`config.mk`:
```
export PLATFORM = sky130hd
export DESIGN_NAME = sector_flash_ctl
export DESIGN_NICKNAME = d
export VERILOG_FILES = /design/src/rtl/sfc_pkg.sv /design/src/rtl/sfc_unlock.sv /design/src/rtl/sfc_page_buf.sv /design/src/rtl/sfc_array.sv /design/src/rtl/sector_flash_ctl.sv
export SDC_FILE = /design/constraint.sdc
export NUM_CORES = 1
export LEC_CHECK = 0
export BUFFER_PORTS_ARGS = -buffer_cell sky130_fd_sc_hd__buf_2
export CORE_AREA = 2 2 198 297
export CTS_CLUSTER_DIAMETER = 30
export CTS_CLUSTER_SIZE = 40
export DETAILED_ROUTE_END_ITERATION = 8
export DIE_AREA = 0 0 200 299
export PLACE_DENSITY_LB_ADDON = 0.15
export SLEW_MARGIN = 20
export SYNTH_ARGS = -nofsm -noshare
export SYNTH_HDL_FRONTEND = slang
export SYNTH_HIERARCHICAL = 1
export SYNTH_SLANG_ARGS = --single-unit
export TNS_END_PERCENT = 5
```
`constraint.sdc`:
```
create_clock -name clk -period 4.3 [get_ports clk]
set_input_delay 0.43 -clock clk [delete_from_list [all_inputs] [get_ports clk]]
set_output_delay 0.43 -clock clk [all_outputs]
set_load 0.01 [all_outputs]
```
`src/rtl/sfc_pkg.sv`:
```
`timescale 1ns/1ps
package sfc_pkg;
   localparam logic [15:0] UNLK_A1  = 16'h5555;
   localparam logic [15:0] UNLK_A2  = 16'h2AAA;
   localparam logic [7:0]  KEY1     = 8'hAA;
   localparam logic [7:0]  KEY2     = 8'h55;
   localparam logic [7:0]  OP_PROG  = 8'hA0;
   localparam logic [7:0]  OP_ID_IN = 8'h90;
   localparam logic [7:0]  OP_ID_EX = 8'hF0;

   typedef enum logic [1:0] {ST_NORM, ST_LOAD, ST_BUSY} sfc_state_e;
   typedef enum logic [1:0] {CMD_NONE, CMD_PROG, CMD_ID_ENTER, CMD_ID_EXIT} sfc_cmd_e;
endpackage

```
`src/rtl/sfc_unlock.sv`:
```
`timescale 1ns/1ps
module sfc_unlock import sfc_pkg::*; #(
   parameter int ADDR_W = 15
) (
   input  logic              clk,
   input  logic              rst_n,
   input  logic              wr_en,
   input  logic [ADDR_W-1:0] addr,
   input  logic [7:0]        din,
   output logic              consumed,
   output sfc_cmd_e          cmd
);
   typedef enum logic [1:0] {U_IDLE, U_GOT1, U_GOT2} ustep_e;

   ustep_e step_q, step_d;
   logic   at_first, at_second;

   assign at_first  = (addr == ADDR_W'(UNLK_A1));
   assign at_second = (addr == ADDR_W'(UNLK_A2));

   always_comb begin
      step_d   = step_q;
      consumed = 1'b0;
      cmd      = CMD_NONE;
      if (wr_en) begin
         step_d = U_IDLE;
         unique case (step_q)
            U_IDLE: if (at_first && din == KEY1) begin
               consumed = 1'b1;
               step_d   = U_GOT1;
            end
            U_GOT1: if (at_second && din == KEY2) begin
               consumed = 1'b1;
               step_d   = U_GOT2;
            end
            U_GOT2: if (at_first) begin
               if (din == OP_PROG)       cmd = CMD_PROG;
               else if (din == OP_ID_IN) cmd = CMD_ID_ENTER;
               else if (din == OP_ID_EX) cmd = CMD_ID_EXIT;
               consumed = (cmd != CMD_NONE);
            end
            default: ;
         endcase
      end
   end

   always_ff @(posedge clk or negedge rst_n) begin
      if (!rst_n) step_q <= U_IDLE;
      else        step_q <= step_d;
   end
endmodule

```
`src/rtl/sfc_page_buf.sv`:
```
`timescale 1ns/1ps
module sfc_page_buf #(
   parameter int SECTOR_BYTES = 8,
   localparam int OFS_W = $clog2(SECTOR_BYTES)
) (
   input  logic                      clk,
   input  logic                      rst_n,
   input  logic                      clear,
   input  logic                      wr_en,
   input  logic [OFS_W-1:0]          ofs,
   input  logic [7:0]                din,
   output logic [SECTOR_BYTES*8-1:0] image
);
   for (genvar i = 0; i < SECTOR_BYTES; i++) begin : g_slot
      logic [7:0] byte_q;
      logic       vld_q;
      always_ff @(posedge clk or negedge rst_n) begin
         if (!rst_n) begin
            byte_q <= '0;
            vld_q  <= 1'b0;
         end else if (wr_en && ofs == OFS_W'(i)) begin
            byte_q <= din;
            vld_q  <= 1'b1;
         end else if (clear) begin
            vld_q  <= 1'b0;
         end
      end
      assign image[i*8 +: 8] = vld_q ? byte_q : 8'hFF;
   end
endmodule

```
`src/rtl/sfc_array.sv`:
```
`timescale 1ns/1ps
module sfc_array #(
   parameter int SECTOR_BYTES = 8,
   parameter int NUM_SECTORS  = 8,
   localparam int OFS_W = $clog2(SECTOR_BYTES),
   localparam int SEC_W = $clog2(NUM_SECTORS)
) (
   input  logic                      clk,
   input  logic                      rst_n,
   input  logic                      commit,
   input  logic [SEC_W-1:0]          commit_sec,
   input  logic [SECTOR_BYTES*8-1:0] image,
   input  logic [SEC_W-1:0]          rd_sec,
   input  logic [OFS_W-1:0]          rd_ofs,
   output logic [7:0]                rd_byte
);
   logic [SECTOR_BYTES*8-1:0] rows [NUM_SECTORS];

   for (genvar s = 0; s < NUM_SECTORS; s++) begin : g_row
      logic [SECTOR_BYTES*8-1:0] row_q;
      always_ff @(posedge clk or negedge rst_n) begin
         if (!rst_n)                                   row_q <= '1;
         else if (commit && commit_sec == SEC_W'(s))   row_q <= image;
      end
      assign rows[s] = row_q;
   end

   assign rd_byte = rows[rd_sec][{rd_ofs, 3'b000} +: 8];
endmodule

```
`src/rtl/sector_flash_ctl.sv`:
```
`timescale 1ns/1ps
module sector_flash_ctl import sfc_pkg::*; #(
   parameter int         ADDR_W       = 15,
   parameter int         SECTOR_BYTES = 8,
   parameter int         NUM_SECTORS  = 8,
   parameter int         LOAD_TIMEOUT = 6,
   parameter int         TWC_CYCLES   = 20,
   parameter logic [7:0] MFR_CODE     = 8'h5A,
   parameter logic [7:0] DEV_CODE     = 8'hC3,
   parameter logic [7:0] BUSY_MARK    = 8'hD2
) (
   input  logic              clk,
   input  logic              rst_n,
   input  logic              ce_n,
   input  logic              oe_n,
   input  logic              we_n,
   input  logic [ADDR_W-1:0] addr,
   input  logic [7:0]        din,
   output logic [7:0]        dout,
   output logic              dout_en,
   output logic              busy
);
   localparam int OFS_W   = $clog2(SECTOR_BYTES);
   localparam int SEC_W   = $clog2(NUM_SECTORS);
   localparam int CNT_MAX = (LOAD_TIMEOUT > TWC_CYCLES) ? LOAD_TIMEOUT : TWC_CYCLES;
   localparam int CNT_W   = $clog2(CNT_MAX + 1);

   if (ADDR_W < 15 || ADDR_W < OFS_W + SEC_W) begin : g_bad_addr
      $error("ADDR_W too narrow for unlock addresses or array");
   end
   if (SECTOR_BYTES < 2 || (1 << OFS_W) != SECTOR_BYTES) begin : g_bad_sec
      $error("SECTOR_BYTES must be a power of two, at least 2");
   end
   if (NUM_SECTORS < 2 || (1 << SEC_W) != NUM_SECTORS) begin : g_bad_num
      $error("NUM_SECTORS must be a power of two, at least 2");
   end
   if (LOAD_TIMEOUT < 1 || TWC_CYCLES < 1) begin : g_bad_time
      $error("LOAD_TIMEOUT and TWC_CYCLES must be at least 1");
   end

   sfc_state_e       state_q;
   logic [CNT_W-1:0] cnt_q;
   logic             sdp_q, id_q, loaded_q;
   logic [SEC_W-1:0] sec_q;

   logic             wr_cyc, rd_cyc, consumed, plain_wr;
   logic             load_take, load_clear, load_done, commit;
   sfc_cmd_e         cmd;
   logic [SEC_W-1:0] a_sec;
   logic [OFS_W-1:0] a_ofs;
   logic [SECTOR_BYTES*8-1:0] image;
   logic [7:0]       arr_byte;

   assign wr_cyc = ~ce_n & ~we_n & oe_n;
   assign rd_cyc = ~ce_n & ~oe_n & we_n;
   assign a_sec  = addr[OFS_W +: SEC_W];
   assign a_ofs  = addr[OFS_W-1:0];

   sfc_unlock #(.ADDR_W(ADDR_W)) u_unlock (
      .clk(clk), .rst_n(rst_n),
      .wr_en(wr_cyc && state_q == ST_NORM),
      .addr(addr), .din(din),
      .consumed(consumed), .cmd(cmd)
   );

   assign plain_wr   = wr_cyc && state_q == ST_NORM && !consumed;
   assign load_take  = (wr_cyc && state_q == ST_LOAD && (!loaded_q || a_sec == sec_q))
                     || (plain_wr && !sdp_q);
   assign load_clear = state_q == ST_NORM && wr_cyc && (cmd == CMD_PROG || (plain_wr && !sdp_q));
   assign load_done  = state_q == ST_LOAD && !load_take && cnt_q == CNT_W'(LOAD_TIMEOUT - 1);
   assign commit     = load_done && loaded_q;

   sfc_page_buf #(.SECTOR_BYTES(SECTOR_BYTES)) u_page (
      .clk(clk), .rst_n(rst_n), .clear(load_clear),
      .wr_en(load_take), .ofs(a_ofs), .din(din), .image(image)
   );

   sfc_array #(.SECTOR_BYTES(SECTOR_BYTES), .NUM_SECTORS(NUM_SECTORS)) u_array (
      .clk(clk), .rst_n(rst_n), .commit(commit), .commit_sec(sec_q),
      .image(image), .rd_sec(a_sec), .rd_ofs(a_ofs), .rd_byte(arr_byte)
   );

   always_ff @(posedge clk or negedge rst_n) begin
      if (!rst_n) begin
         state_q  <= ST_NORM;
         cnt_q    <= '0;
         sdp_q    <= 1'b0;
         id_q     <= 1'b0;
         loaded_q <= 1'b0;
         sec_q    <= '0;
      end else begin
         unique case (state_q)
            ST_NORM: if (wr_cyc) begin
               if (cmd == CMD_PROG) begin
                  sdp_q    <= 1'b1;
                  state_q  <= ST_LOAD;
                  cnt_q    <= '0;
                  loaded_q <= 1'b0;
               end else if (cmd == CMD_ID_ENTER || cmd == CMD_ID_EXIT) begin
                  id_q    <= (cmd == CMD_ID_ENTER);
                  state_q <= ST_BUSY;
                  cnt_q   <= CNT_W'(TWC_CYCLES - 1);
               end else if (plain_wr) begin
                  if (sdp_q) begin
                     state_q <= ST_BUSY;
                     cnt_q   <= CNT_W'(TWC_CYCLES - 1);
                  end else begin
                     state_q  <= ST_LOAD;
                     cnt_q    <= '0;
                     loaded_q <= 1'b1;
                     sec_q    <= a_sec;
                  end
               end
            end
            ST_LOAD: begin
               if (load_take) begin
                  cnt_q    <= '0;
                  loaded_q <= 1'b1;
                  sec_q    <= a_sec;
               end else if (load_done) begin
                  state_q <= ST_BUSY;
                  cnt_q   <= CNT_W'(TWC_CYCLES - 1);
               end else begin
                  cnt_q <= cnt_q + 1'b1;
               end
            end
            ST_BUSY: begin
               if (cnt_q == '0) state_q <= ST_NORM;
               else             cnt_q   <= cnt_q - 1'b1;
            end
            default: state_q <= ST_NORM;
         endcase
      end
   end

   always_comb begin
      dout = 8'h00;
      if (rd_cyc) begin
         if (state_q == ST_BUSY)           dout = BUSY_MARK;
         else if (id_q) begin
            if (addr == ADDR_W'(0))         dout = MFR_CODE;
            else if (addr == ADDR_W'(1))    dout = DEV_CODE;
         end else                          dout = arr_byte;
      end
   end

   assign dout_en = rd_cyc;
   assign busy    = (state_q == ST_BUSY);
endmodule

```
# == Word level (Yosys, flattened, before mapping) ==
# Cells that the tools add are included.
# W data, S select, Z words.
# classes
addsub,2
bitwise,9
n_reduce_logical,58
magnitude_cmp,1
mul,0
div_mod_pow,0
mux,74
n_eq_ne,45
shift,1
# ops
op,n
$bmux W64 S3,1
$mux W64,2
$mux W8,13
$shiftx A64 B7 Y8,1
$mux W5,8
$mux W2,18
$eq A8 B8 Y1 const B,4
$logic_and A1 B1 Y1,27
$eq A3 B3 Y1 const B,8
$mux W1,20
$reduce_bool A2 Y1,10
$mux W3,6
$ne A2 B2 Y1 const B,9
$eq A15 B1 Y1 const B,1
$eq A15 B14 Y1 const B,1
$eq A15 B15 Y1 const B,1
$logic_not A15 Y1,1
$pmux W5 S3,1
$eq A3 B2 Y1 const B,4
$eq A2 B2 Y1 const B,4
$eq A8 B7 Y1 const B,1
$reduce_and A4 Y1,2
$reduce_and A7 Y1,1
$eq A2 B1 Y1 const B,3
27 further kinds,43
# totals
n_memories,0
output_inout_bits,10
rom_bits,0
ramBits,0
word_cells,221
reg_bits,599
in_bits,28
latchBits,0

# == Longest topological paths before layout ==
# logic_depth
ltp_word,21
mapped_depth,13
depth_no_buf,11

# == Hierarchy ==
# The synthesis kept the hierarchy.
# by_module_without_submodules
mod,area_per_inst_um2,instances,cells_per_inst
sfc_array,23696.5,1,1402
sfc_page_buf,3121.7,1,228
sector_flash_ctl,1246.2,1,148
sfc_unlock,342.8,1,38

# == Worst setup path before layout ==
# No wires, ideal clock.
# synth_path
kind,register to register
startpoint,reg state_q[0]
endpoint,reg u_array.g_row[0].row_q[10]
period_less_slack_ps,3248
t_arrival_ps,3166
slack_ps,1052
t_required_ps,4218
n_path_buf,1
stages_incl_launch_ff,13
cell_sequence,dfrtp_1 > inv_1 > ha_1 > and4bb_2 > o211a_1 > nor2_1 > nand2_1 > o211ai_1 > nor2_1 > nand2b_1 > nor3_2 > clkbuf_1 > mux2_2
# synth_via
elab_chain_len,12
word_cells_on_any_way,15
classes_between,1 x eq/ne; 1 x mux; 13 x reduce/logical
# synth_lines
element,line_no,text
"start, declared",sector_flash_ctl.sv:41,sfc_state_e state_q;
"start signal, assigned",sector_flash_ctl.sv:85,state_q <= ST_NORM;
"start signal, assigned",sector_flash_ctl.sv:96,state_q <= ST_LOAD;
"start signal, assigned",sector_flash_ctl.sv:101,state_q <= ST_BUSY;
$logic_not A2 Y1,sector_flash_ctl.sv:61,".wr_en(wr_cyc && state_q == ST_NORM),"
$logic_and A1 B1 Y1,sector_flash_ctl.sv:61,
$mux W1,sfc_unlock.sv:25,if (wr_en) begin
net consumed,sector_flash_ctl.sv:46,"logic wr_cyc, rd_cyc, consumed, plain_wr;"
$logic_not A1 Y1,sector_flash_ctl.sv:66,assign plain_wr = wr_cyc && state_q == ST_NORM && !consumed;
$logic_and A1 B1 Y1,sector_flash_ctl.sv:66,
$logic_and A1 B1 Y1,sector_flash_ctl.sv:68,|| (plain_wr && !sdp_q);
$logic_or A1 B1 Y1,sector_flash_ctl.sv:68,
$logic_not A1 Y1,sector_flash_ctl.sv:70,assign load_done = state_q == ST_LOAD && !load_take && cnt_q == CNT_W'(LOAD_TIMEOUT - 1);
$logic_and A1 B1 Y1 (2 in series),sector_flash_ctl.sv:70,
$logic_and A1 B1 Y1,sector_flash_ctl.sv:71,assign commit = load_done && loaded_q;
net commit,sector_flash_ctl.sv:47,"logic load_take, load_clear, load_done, commit;"
$logic_and A1 B1 Y1,sfc_array.sv:23,else if (commit && commit_sec == SEC_W'(s)) row_q <= image;
"end signal, assigned",sfc_array.sv:23,
"end, declared",sfc_array.sv:20,logic [SECTOR_BYTES*8-1:0] row_q;
# The timed path passes the listed nets, and every way through them passes these cells.
# A chain may end at the register's enable or synchronous reset.

# == Worst setup path after layout ==
# layout_path
startpoint,in addr[3]
endpoint,out dout[3]
# layout_via
elab_chain_len,8
word_cells_on_any_way,10
classes_between,1 x shift; 7 x mux; 1 x bitwise; 1 x reduce/logical
# layout_lines
element,line_no,text
"start, declared",sector_flash_ctl.sv:17,"input logic [ADDR_W-1:0] addr,"
$not A3 Y4 (not written as such),sfc_array.sv:28,"assign rd_byte = rows[rd_sec][{rd_ofs, 3'b000} +: 8];"
$bmux W64 S3,sfc_array.sv:28,
$mux W64 (not written as such) (2 in series),sfc_array.sv:28,
$shiftx A64 B7 Y8,sfc_array.sv:28,
net arr_byte[3],sector_flash_ctl.sv:52,logic [7:0] arr_byte;
$mux W8,sector_flash_ctl.sv:140,else if (id_q) begin
$mux W8,sector_flash_ctl.sv:139,if (state_q == ST_BUSY) dout = BUSY_MARK;
$mux W8,sector_flash_ctl.sv:138,if (rd_cyc) begin
"end, declared",sector_flash_ctl.sv:19,"output logic [7:0] dout,"
# The timed path passes the listed nets, and every way through them passes these cells. The select of a mux whose other input is x is not followed.

==> results.json <==
{
  "grt_max_degree": 123,
  "final_cells": 2768,
  "multi_input_area_sq_um": 12100,
  "setup_viol": 0,
  "synth_compound_area_frac": 0.0314,
  "drt_wl_total_um": 71700,
  "synth_top_area_share": 0.474,
  "first_pass_iters": 5,
  "die-area_sq_um": 59800,
  "fin_tns_setup_ns": 0,
  "timing.fmax_ghz": 0.250,
  "gr-usage-all-layers": 0.249,
  "core-area_sq_um": 57400,
  "synth-adder-area-share": 0.00352,
  "worstSetupEndpointType": "output port",
  "required_ns": 3.87,
  "antenna_cells": 0,
  "ant_nets": 0,
  "slew_violations": 0,
  "nets": 1940,
  "relSlewSlack": 0.308,
  "crit_fanout": 19,
  "synthCells": 1816,
  "muxShareOfSynthArea": 0.339,
  "dp_slack_ns": 0.318,
  "cts_tree": "built",
  "portBuffers": 37,
  "fin_crit_sh": 0.929,
  "hp-class": "in2reg",
  "overflow": 0,
  "synthesis.area_sq_um": 28400,
  "min_from": "din[6]",
  "grt_pass1_wl_um": 111000,
  "cts_buffers": 107,
  "crit_type": "in2out",
  "rsz0062_at_grt": "no",
  "regArea_sq_um": 15600,
  "tightest_slew_ns": 1.04,
  "die_h_um": 299,
  "cp-startpoint": "addr[3]",
  "cts.sinks": 599,
  "total_power_uw": 17600,
  "dp_hpwl_um": 42900,
  "p_leak_uw": 0.0140,
  "async_flop_share": 1.00,
  "synth_top_family_by_area": "multiplexers",
  "vias": 16512,
  "synth_nets": 1852,
  "drv_cap": 0,
  "drc": 0,
  "htreeDepth": 3,
  "synth.most_common_cell": "mux2_2",
  "synth_seq_area_share": 0.550,
  "initial_core_util": 0.495,
  "area_delta_synth_final_pct": 17.8,
  "clock_latency_ns": 0.66,
  "utilization": 0.583,
  "hold_violations": 0,
  "drt_iter0_drc": 850,
  "finalCriticalPeriod_ns": 3.99,
  "synthSimpleGateAreaFrac": 0.0495,
  "synth-warning-count": 6,
  "io_pins": 38,
  "synth_cell_types": 76,
  "fin_skew_ns": 0.0257,
  "synthTopCellsByCount": "570 x mux2_2, 512 x dfstp_2, 122 x mux4_2, 87 x dfrtp_1, 70 x nand2b_1",
  "cts_setup_buffers": 0,
  "startpoint_type": "input port",
  "gp_congestion": 0.812,
  "arrival_ns": 3.56,
  "ys_seq_elements": 599,
  "grt_pass1_vias": 18101,
  "antenna_found_initial": 2,
  "status": "completed",
  "synth_ff_type": "dfstp_2",
  "nFillCells": 4511,
  "r2r-start": "state_q[0]$_DFFE_PN0P_",
  "path_clk_slew_ns": 0.05,
  "die_w_um": 200,
  "ys_top_cells_by_area": "dfstp_2 47%, mux2_2 23%, mux4_2 9.7%",
  "dpl.cell_count": 2564,
  "synth_top_cell_by_area": "dfstp_2",
  "reg2reg_slack_ns": 0.41,
  "fp-row-count": 108,
  "peakVddDrop_mv": 0.450,
  "synth_xor_area_frac": 0.00216,
  "via_per_inst": 5.97,
  "cellPowerDensity_nw_per_um2": 527,
  "layout-drive-gt1-share": 0.762,
  "cts_max_path_buffers": 3,
  "setup_ws_ns": 0.306,
  "synth_edf_count": 0,
  "cts-root-buf": "clkbuf_16",
  "wl_per_cell_um": 25.9,
  "syn_area_per_cell_sq_um": 15.6
}
[per-stage QoR]
step	hold slack, ns	cell area [sq um]
3_5_place_dp	0.484	29600
5_1_grt	0.251	33500
4_1_cts	0.234	33500
2_1_floorplan	0.134	28400
6_report	0.256	33500
3_3_place_gp	0.480	29600
[final timing paths]
kind,to,cells after the start
worst max-delay path,dout[3],11
worst min-delay path,u_page/g_slot[6].byte_q[6]$_DFFE_PN0P_,2
worst max register to register,u_array/g_row[2].row_q[15]$_DFFE_PN1P_,12
worst min register to register,u_page/g_slot[5].byte_q[6]$_DFFE_PN0P_,1
max in group asynchronous,u_array/g_row[2].row_q[39]$_DFFE_PN1P_,3
min in group asynchronous,u_page/g_slot[5].byte_q[2]$_DFFE_PN0P_,2
[routing by layer]
metal / global-route usage / wire length (um) / vias to the layer above / share of wire
met2: 0.421 / 36600 / 294 / 0.51
met1: 0.323 / 30500 / 9052 / 0.42
met5: 0 / 23 / - / 0.00032
met3: 0.0401 / 2410 / 118 / 0.034
li1: - / - / 7044 / -
met4: 0.0922 / 2210 / 4 / 0.031
[flip-flops by register name, indices dropped and copies added (netlist names)]
signal,flops
state_q,2
id_q,1
cnt_q,5
u_array/g_row.row_q,512
sdp_q,1
u_page/g_slot.byte_q,64
u_page/g_slot.vld_q,8
sec_q,3
u_unlock/step_q,2
loaded_q,1
[logic make-up after synthesis]
group / Yosys count
buffers and inverters: 135
multiplexers: 726
AO/OA/AOI/OAI: 121
XOR/XNOR: 7
adder cells (fa/ha/maj): 8
flip-flops: 599
AND/OR/NAND/NOR: 220
[critical path: stages]
cell	delay (ns)
clkbuf_8	0.23
buf_4	0.41
mux4_1	0.61
nor2b_1	0.14
a2111oi_0	0.73
buf_4	0.22
nor3_1	0.04
a22o_1	0.26
a21oi_1	0.16
nor3_1	0.09
buf_2	0.20
[power breakdown]
group | switching [uW] | internal (uW)
Combinational | 1300 | 839
Clock | 3050 | 5790
Sequential | 408 | 6240
Total | 4760 | 12900
[final cells by class]
cell class	count	share of cell area
Clock buffer	131	0.0895
Timing Repair Buffer	96	0.0249
Inverter	18	0.00202
Tap cell	770	0.0288
Multi-Input combinational cell	1082	0.362
Clock inverter	72	0.0255
Sequential cell	599	0.467
[cells in the final DEF (no fill, tap or decap), types with 7 or more instances in the layout]
| cell | instances |
|---|---|
| ha_1 | 8 |
| clkinvlp_4 | 10 |
| nor2b_1 | 12 |
| a221oi_1 | 7 |
| clkbuf_1 | 8 |
| nor3_1 | 11 |
| buf_12 | 14 |
| o21ai_0 | 14 |
| buf_4 | 45 |
| bufinv_16 | 13 |
| a21oi_1 | 17 |
| nand2b_1 | 70 |
| clkinv_2 | 17 |
| clkbuf_16 | 113 |
| inv_1 | 18 |
| mux2_2 | 570 |
| mux2_1 | 10 |
| buf_2 | 33 |
| mux2i_1 | 15 |
| nand4b_1 | 7 |
| nand3_1 | 10 |
| nor4_1 | 12 |
| dfrtp_1 | 87 |
| clkbuf_8 | 11 |
| nor2_1 | 16 |
| mux4_2 | 122 |
| nand2_1 | 29 |
| a211oi_1 | 8 |
| o221ai_1 | 10 |
| o22ai_1 | 15 |
| inv_6 | 14 |
| dfstp_2 | 512 |
| clkinv_4 | 11 |
[timing repair]
item / CTS / global route
hold buffers: 1 / 0
resized for setup: 0 / 0
hold endpoints to repair: 29 / 0
(Power assumes the default switching activity.)
